## config.mk

```make
export PLATFORM = sky130hd
export DESIGN_NAME = txdma_ctl_status
export DESIGN_NICKNAME = d
export VERILOG_FILES = /design/src/rtl/txdma_pkg.sv /design/src/rtl/txdma_chan.sv /design/src/rtl/txdma_err_reg.sv /design/src/rtl/txdma_ctl_status.sv
export SDC_FILE = /design/constraint.sdc
export NUM_CORES = 1
export LEC_CHECK = 0
export BUFFER_PORTS_ARGS = -buffer_cell sky130_fd_sc_hd__buf_4
export CAP_MARGIN = 20
export CORE_AREA = 2 2 171 173
export CTS_BUF_LIST = sky130_fd_sc_hd__clkbuf_2
export CTS_CLUSTER_DIAMETER = 120
export DETAILED_ROUTE_END_ITERATION = 8
export DIE_AREA = 0 0 173 175
export GPL_TIMING_DRIVEN = 0
export MAX_ROUTING_LAYER = met4
export SETUP_SLACK_MARGIN = 0.1
export SKIP_CTS_REPAIR_TIMING = 1
export SLEW_MARGIN = 20
export SYNTH_ARGS = -nofsm -noshare
export SYNTH_HDL_FRONTEND = slang
export SYNTH_HIERARCHICAL = 1
export SYNTH_SLANG_ARGS = --single-unit
```

## constraint.sdc

```tcl
create_clock -name clk -period 3.7 [get_ports clk]
set_clock_uncertainty 0.1 [all_clocks]
set_input_delay 0.74 -clock clk [delete_from_list [all_inputs] [get_ports clk]]
set_output_delay 0.74 -clock clk [all_outputs]
set_load 0.02 [all_outputs]
```

## src/rtl/txdma_pkg.sv

```systemverilog
package txdma_pkg;

   typedef enum logic [1:0] {
      CH_HALT  = 2'b00,
      CH_DRAIN = 2'b01,
      CH_RUN   = 2'b10,
      CH_RSVD  = 2'b11
   } ch_mode_e;

   localparam int CFG_STRIDE   = 32'h20;
   localparam int STATUS_OFS   = 32'h100;
   localparam int ERR_OFS      = 32'h104;
   localparam int BUSY_ERR_LSB = 9;
   localparam int CRED_ERR_LSB = 0;
   localparam int ADDR_ERR_BIT = 31;
   localparam int CNT_ERR_BIT  = 30;

   // modes in which an accepted transfer keeps moving
   function automatic logic mode_moves(ch_mode_e m);
      return (m == CH_RUN) || (m == CH_DRAIN);
   endfunction

   function automatic logic [31:0] err_mask(int n_ch);
      logic [31:0] m;
      m = '0;
      m[ADDR_ERR_BIT] = 1'b1;
      m[CNT_ERR_BIT]  = 1'b1;
      for (int i = 0; i < n_ch; i++) begin
         m[CRED_ERR_LSB + i] = 1'b1;
         m[BUSY_ERR_LSB + i] = 1'b1;
      end
      return m;
   endfunction

endpackage

```

## src/rtl/txdma_chan.sv

```systemverilog
module txdma_chan
   import txdma_pkg::*;
#(
   parameter int CREDIT_W = 12
) (
   input  logic                clk,
   input  logic                rst_n,
   input  logic                cfg_we,
   input  logic [31:0]         cfg_wdata,
   input  logic                act_i,
   input  logic [CREDIT_W-1:0] act_credit_i,
   input  logic                dword_i,
   input  logic                fifo_full_i,
   output logic [31:0]         cfg_rdata,
   output logic                empty_o,
   output logic                idle_o,
   output logic                busy_err_o,
   output logic                credit_err_o
);

   ch_mode_e            mode_q;
   logic                dreq_en_q;
   logic [CREDIT_W-1:0] cred_q;
   logic                pending;
   logic                accept;
   logic                drain_step;

   assign pending    = (cred_q != '0);
   assign accept     = act_i && (mode_q == CH_RUN) && dreq_en_q && !pending;
   assign drain_step = dword_i && pending && mode_moves(mode_q);

   always_ff @(posedge clk) begin
      if (!rst_n) begin
         mode_q    <= CH_HALT;
         dreq_en_q <= 1'b0;
         cred_q    <= '0;
      end else begin
         if (cfg_we) begin
            mode_q    <= ch_mode_e'(cfg_wdata[31:30]);
            dreq_en_q <= cfg_wdata[3];
         end
         if (accept)
            cred_q <= act_credit_i;
         else if (drain_step)
            cred_q <= cred_q - CREDIT_W'(1);
      end
   end

   assign cfg_rdata    = {mode_q, 26'b0, dreq_en_q, 3'b0};
   assign empty_o      = !pending;
   assign idle_o       = !pending && !mode_moves(mode_q);
   assign busy_err_o   = act_i && pending;
   assign credit_err_o = fifo_full_i && pending;


   credit_step_chk: assert property (@(posedge clk) disable iff (!rst_n)
      (cred_q != '0) |=> (cred_q == $past(cred_q)) ||
                         (cred_q == $past(cred_q) - CREDIT_W'(1)));


   halt_freeze_chk: assert property (@(posedge clk) disable iff (!rst_n)
      ((cred_q != '0) && (mode_q == CH_HALT || mode_q == CH_RSVD)) |=> $stable(cred_q));


   no_spurious_load_chk: assert property (@(posedge clk) disable iff (!rst_n)
      ((cred_q == '0) && !(act_i && mode_q == CH_RUN && dreq_en_q)) |=> (cred_q == '0));

endmodule

```

## src/rtl/txdma_err_reg.sv

```systemverilog
module txdma_err_reg #(
   parameter int          WIDTH = 32,
   parameter logic [31:0] MASK  = 32'hFFFF_FFFF
) (
   input  logic             clk,
   input  logic             rst_n,
   input  logic [WIDTH-1:0] set_i,
   input  logic             clr_we,
   input  logic [WIDTH-1:0] clr_data,
   output logic [WIDTH-1:0] err_o
);

   localparam logic [WIDTH-1:0] KEEP = MASK[WIDTH-1:0];

   logic [WIDTH-1:0] err_q;
   logic [WIDTH-1:0] clr_vec;

   assign clr_vec = clr_we ? clr_data : '0;

   always_ff @(posedge clk) begin
      if (!rst_n)
         err_q <= '0;
      else
         err_q <= ((err_q & ~clr_vec) | set_i) & KEEP;
   end

   assign err_o = err_q;


   sticky_hold_chk: assert property (@(posedge clk) disable iff (!rst_n)
      1'b1 |=> ((err_q & $past(err_q & ~clr_vec)) == $past(err_q & ~clr_vec)));


   set_wins_chk: assert property (@(posedge clk) disable iff (!rst_n)
      ((set_i & KEEP) != '0) |=> ((err_q & $past(set_i & KEEP)) == $past(set_i & KEEP)));

endmodule

```

## src/rtl/txdma_ctl_status.sv

```systemverilog
module txdma_ctl_status
   import txdma_pkg::*;
#(
   parameter int N_CH     = 8,
   parameter int CREDIT_W = 12,
   parameter int ADDR_W   = 9
) (
   input  logic                clk,
   input  logic                rst_n,
   input  logic                wr_en,
   input  logic [ADDR_W-1:0]   wr_addr,
   input  logic [31:0]         wr_data,
   input  logic [ADDR_W-1:0]   rd_addr,
   output logic [31:0]         rd_data,
   input  logic [N_CH-1:0]     act_pulse,
   input  logic [CREDIT_W-1:0] act_credit,
   input  logic [N_CH-1:0]     dword_pulse,
   input  logic [N_CH-1:0]     fifo_full,
   input  logic                addr_fault,
   input  logic                dword_mismatch
);

   localparam logic [ADDR_W-1:0] STATUS_ADDR = ADDR_W'(STATUS_OFS);
   localparam logic [ADDR_W-1:0] ERR_ADDR    = ADDR_W'(ERR_OFS);
   localparam logic [31:0]       ERR_KEEP    = err_mask(N_CH);

   if (N_CH < 1 || N_CH > 8) begin : g_bad_nch
      $error("N_CH must lie in 1..8 to fit the shared status and error layout");
   end
   if (N_CH * CFG_STRIDE > STATUS_OFS) begin : g_bad_map
      $error("channel configuration window overlaps the shared registers");
   end
   if ((1 << ADDR_W) <= ERR_OFS) begin : g_bad_aw
      $error("ADDR_W too narrow for the register map");
   end
   if (CREDIT_W < 1 || CREDIT_W > 31) begin : g_bad_cw
      $error("CREDIT_W out of range");
   end

   logic [31:0]     cfg_rd [N_CH];
   logic [N_CH-1:0] ch_empty;
   logic [N_CH-1:0] ch_idle;
   logic [N_CH-1:0] ch_busy_err;
   logic [N_CH-1:0] ch_cred_err;
   logic [31:0]     status_w;
   logic [31:0]     err_set;
   logic [31:0]     err_w;
   logic            err_clr_we;

   for (genvar n = 0; n < N_CH; n++) begin : g_ch
      localparam logic [ADDR_W-1:0] CH_ADDR = ADDR_W'(n * CFG_STRIDE);
      logic cfg_we;
      assign cfg_we = wr_en && (wr_addr == CH_ADDR);

      txdma_chan #(.CREDIT_W(CREDIT_W)) i_chan (
         .clk          (clk),
         .rst_n        (rst_n),
         .cfg_we       (cfg_we),
         .cfg_wdata    (wr_data),
         .act_i        (act_pulse[n]),
         .act_credit_i (act_credit),
         .dword_i      (dword_pulse[n]),
         .fifo_full_i  (fifo_full[n]),
         .cfg_rdata    (cfg_rd[n]),
         .empty_o      (ch_empty[n]),
         .idle_o       (ch_idle[n]),
         .busy_err_o   (ch_busy_err[n]),
         .credit_err_o (ch_cred_err[n])
      );
   end

   always_comb begin
      status_w = '0;
      for (int i = 0; i < N_CH; i++) begin
         status_w[24 + i] = ch_empty[i];
         status_w[16 + i] = ch_idle[i];
      end
   end

   always_comb begin
      err_set = '0;
      err_set[ADDR_ERR_BIT] = addr_fault;
      err_set[CNT_ERR_BIT]  = dword_mismatch;
      for (int i = 0; i < N_CH; i++) begin
         err_set[BUSY_ERR_LSB + i] = ch_busy_err[i];
         err_set[CRED_ERR_LSB + i] = ch_cred_err[i];
      end
   end

   assign err_clr_we = wr_en && (wr_addr == ERR_ADDR);

   txdma_err_reg #(.WIDTH(32), .MASK(ERR_KEEP)) i_err (
      .clk      (clk),
      .rst_n    (rst_n),
      .set_i    (err_set),
      .clr_we   (err_clr_we),
      .clr_data (wr_data),
      .err_o    (err_w)
   );

   always_comb begin
      rd_data = '0;
      if (rd_addr == STATUS_ADDR)
         rd_data = status_w;
      else if (rd_addr == ERR_ADDR)
         rd_data = err_w;
      else
         for (int i = 0; i < N_CH; i++)
            if (rd_addr == ADDR_W'(i * CFG_STRIDE))
               rd_data = cfg_rd[i];
   end


   idle_implies_empty_chk: assert property (@(posedge clk) disable iff (!rst_n)
      ((status_w[23:16] & ~status_w[31:24]) == 8'h00));


   cred_err_lands_chk: assert property (@(posedge clk) disable iff (!rst_n)
      (fifo_full[0] && !ch_empty[0]) |=> err_w[CRED_ERR_LSB]);

endmodule

```

==> impl_metrics.csv <==
group,metric,value,unit
worst_setup_path,worstPathRequired,2.86,ns
drt,vias,13200,
die,core_area,28400,um^2
layout,utilization,58.4,%
synthesis,syn_avg_cell_area,7.80,um^2
hold_path,hp-class,"primary input to flop",
pwr,power_density,192,nW/um^2
global_routing,grtUsageTotal,27.8,%
die,rows,62,
timing,fin_ws,-0.157,ns
drt,ant_nets,0,
layout,syn2layout_area_growth,29.0,%
worst_setup_path,path_class,"flop to primary output",
die,start_util,45.3,%
layout,final_common_cell,"buf_4",
run,cap_violations,0,
worst_setup_path,worst-path-max-fanout,5,
worst_setup_path,regToRegStartpoint,"g_ch[7].i_chan/cred_q[1]",
timing,setup_viol,6,
synthesis,syn-instance-count,1649,
global_routing,grt_max_degree,56,
placement,dp_cells,2378,
die,dieWidth,173,um
timing,rsz0062_at_grt,"true",
cts,clk_pin_slew,0.22,ns
drt,drc,0,
die,ioPinCount,123,
pwr,power.leakage,7.13,nW
pwr,worst_ir_drop_vdd,188,uV
worst_setup_path,r2r_end,"i_err/err_o[16]",
run_status,outcome,"finished with violations",
run_status,violations,"setup timing",
layout,fin_nets,2217,
cts,cts_tree,"yes",
die,die_area,30300,um^2
layout,nFillCells,2756,
worst_setup_path,critPathArrivalTime,3.02,ns
global_routing,antenna_found_initial,1,
timing,max_freq,0.259,GHz
drt,drt_iter0_markers,830,
cts,cts_root_buf,"clkbuf_2",
worst_setup_path,r2r_cells,9,
timing,period_share,104,%
cts,cts.sinks,138,
placement,gp_congestion,0.896,
layout,drive_gt1_share,32.2,%
global_routing,grt_first_pass_wirelength,64300,um
drt,routed_wl,43000,um
worst_setup_path,rrSetupSlack,1.24,ns
placement,dp_hpwl,31300,um
global_routing,gr-total-overflow,0,
cts,cts_max_path_buffers,2,
global_routing,grt_pass1_vias,11500,
die,fp.dieH,175,um
cts,worstSkewPairLatency,0.74,ns
synthesis,yosysWarnings,6,
drt,routed_via_density,5.26,
timing,timing.final.hold_violations,0,
placement,port_buffers,108,
timing,period_minus_slack,3.86,ns
timing,tightest_slew,0.970,ns
synthesis,syn_area,12900,um^2
cts,htreeDepth,4,
pwr,p_total,3.18,mW
drt,first_pass_iters,5,
worst_setup_path,cp-end-kind,"primary output",
cts,cts_buffers,17,
drt,wire_per_inst,17.2,um
worst_setup_path,crit_end,"rd_data[23]",
timing,slew-limit-headroom,35.4,%
layout,instances_no_fill,2501,
worst_setup_path,crit_path_start,"g_ch[7].i_chan/cred_q[1]",
worst_setup_path,worstSetupStartpointType,"flop",
timing,slew_viol_final,0,
layout,mostFrequentLayoutCells,"441 x buf_4, 246 x conb_1, 122 x nand2_1",
worst min path at each step:
stage	from	endpoint	slack (ns)	cells past startpoint
after global routing	wr_data[0]	i_err/err_o[0]	0.02	2
after detailed placement	g_ch[7].i_chan/cred_q[3]	g_ch[7].i_chan/cred_q[3]	0.36	2
after floorplan	g_ch[6].i_chan/cred_q[3]	g_ch[6].i_chan/cred_q[3]	0.34	2
after global placement	g_ch[7].i_chan/cred_q[3]	g_ch[7].i_chan/cred_q[3]	0.36	2
final	wr_data[13]	i_err/err_o[13]	0.08	2
after CTS	wr_data[15]	i_err/err_o[15]	-0.03	2
where the power goes:
group,switching [mW],internal [mW]
registers,0.00142,1.48
logic,0.320,0.334
clock network,0.604,0.442
critical path, stage by stage (launching register included):
cell      delay [ns]
dfxtp_4         0.40
inv_4           0.06
ha_4            0.13
or4b_4          0.49
nor4b_4         0.42
buf_6           0.18
and2_4          0.15
mux2i_4         0.09
o221ai_2        0.21
buf_4           0.17
sequential cells by signal (all words and copies together) (netlist names):
signal,flops
i_err/err_o,18
g_ch.i_chan/dreq_en_q,8
g_ch.i_chan/mode_q,16
g_ch.i_chan/cred_q,96
metal layers:
metal / share of wire, % / vias up / wire length (um) / global-route usage [%]
met1: 44 / 6147 / 18700 / 34.9
met5: 0 / - / 0 / -
met3: 5.0 / 79 / 2160 / 3.05
met2: 48 / 396 / 20600 / 46.6
met4: 3.4 / 0 / 1470 / 9.25
li1: - / 6539 / - / -
per-stage QoR:
step / TNS, ns / hold WS, ns / area, um^2 / setup slack (ns)
5_1_grt: -2.19 / 0.0170 / 16600 / -0.286
4_1_cts: -8.68 / -0.0301 / 15300 / -0.720
6_report: -0.673 / 0.0834 / 16600 / -0.157
2_1_floorplan: 0 / 0.338 / 13800 / 0.492
3_3_place_gp: -0.0852 / 0.355 / 15000 / -0.0436
3_5_place_dp: -0.148 / 0.359 / 15000 / -0.0725
final cells by class:
cell class	count	area (um^2)	area share, %
Tap cell	384	480	2.90
Multi-Input combinational cell	1339	8710	52.5
Sequential cell	138	2830	17.0
Antenna cell	2	5.00	0.0302
Clock inverter	15	201	1.21
Inverter	72	293	1.76
Clock buffer	17	85.1	0.513
Buffer	336	2430	14.7
Timing Repair Buffer	198	1560	9.40
Note: power is estimated with default switching activity, not from simulation.
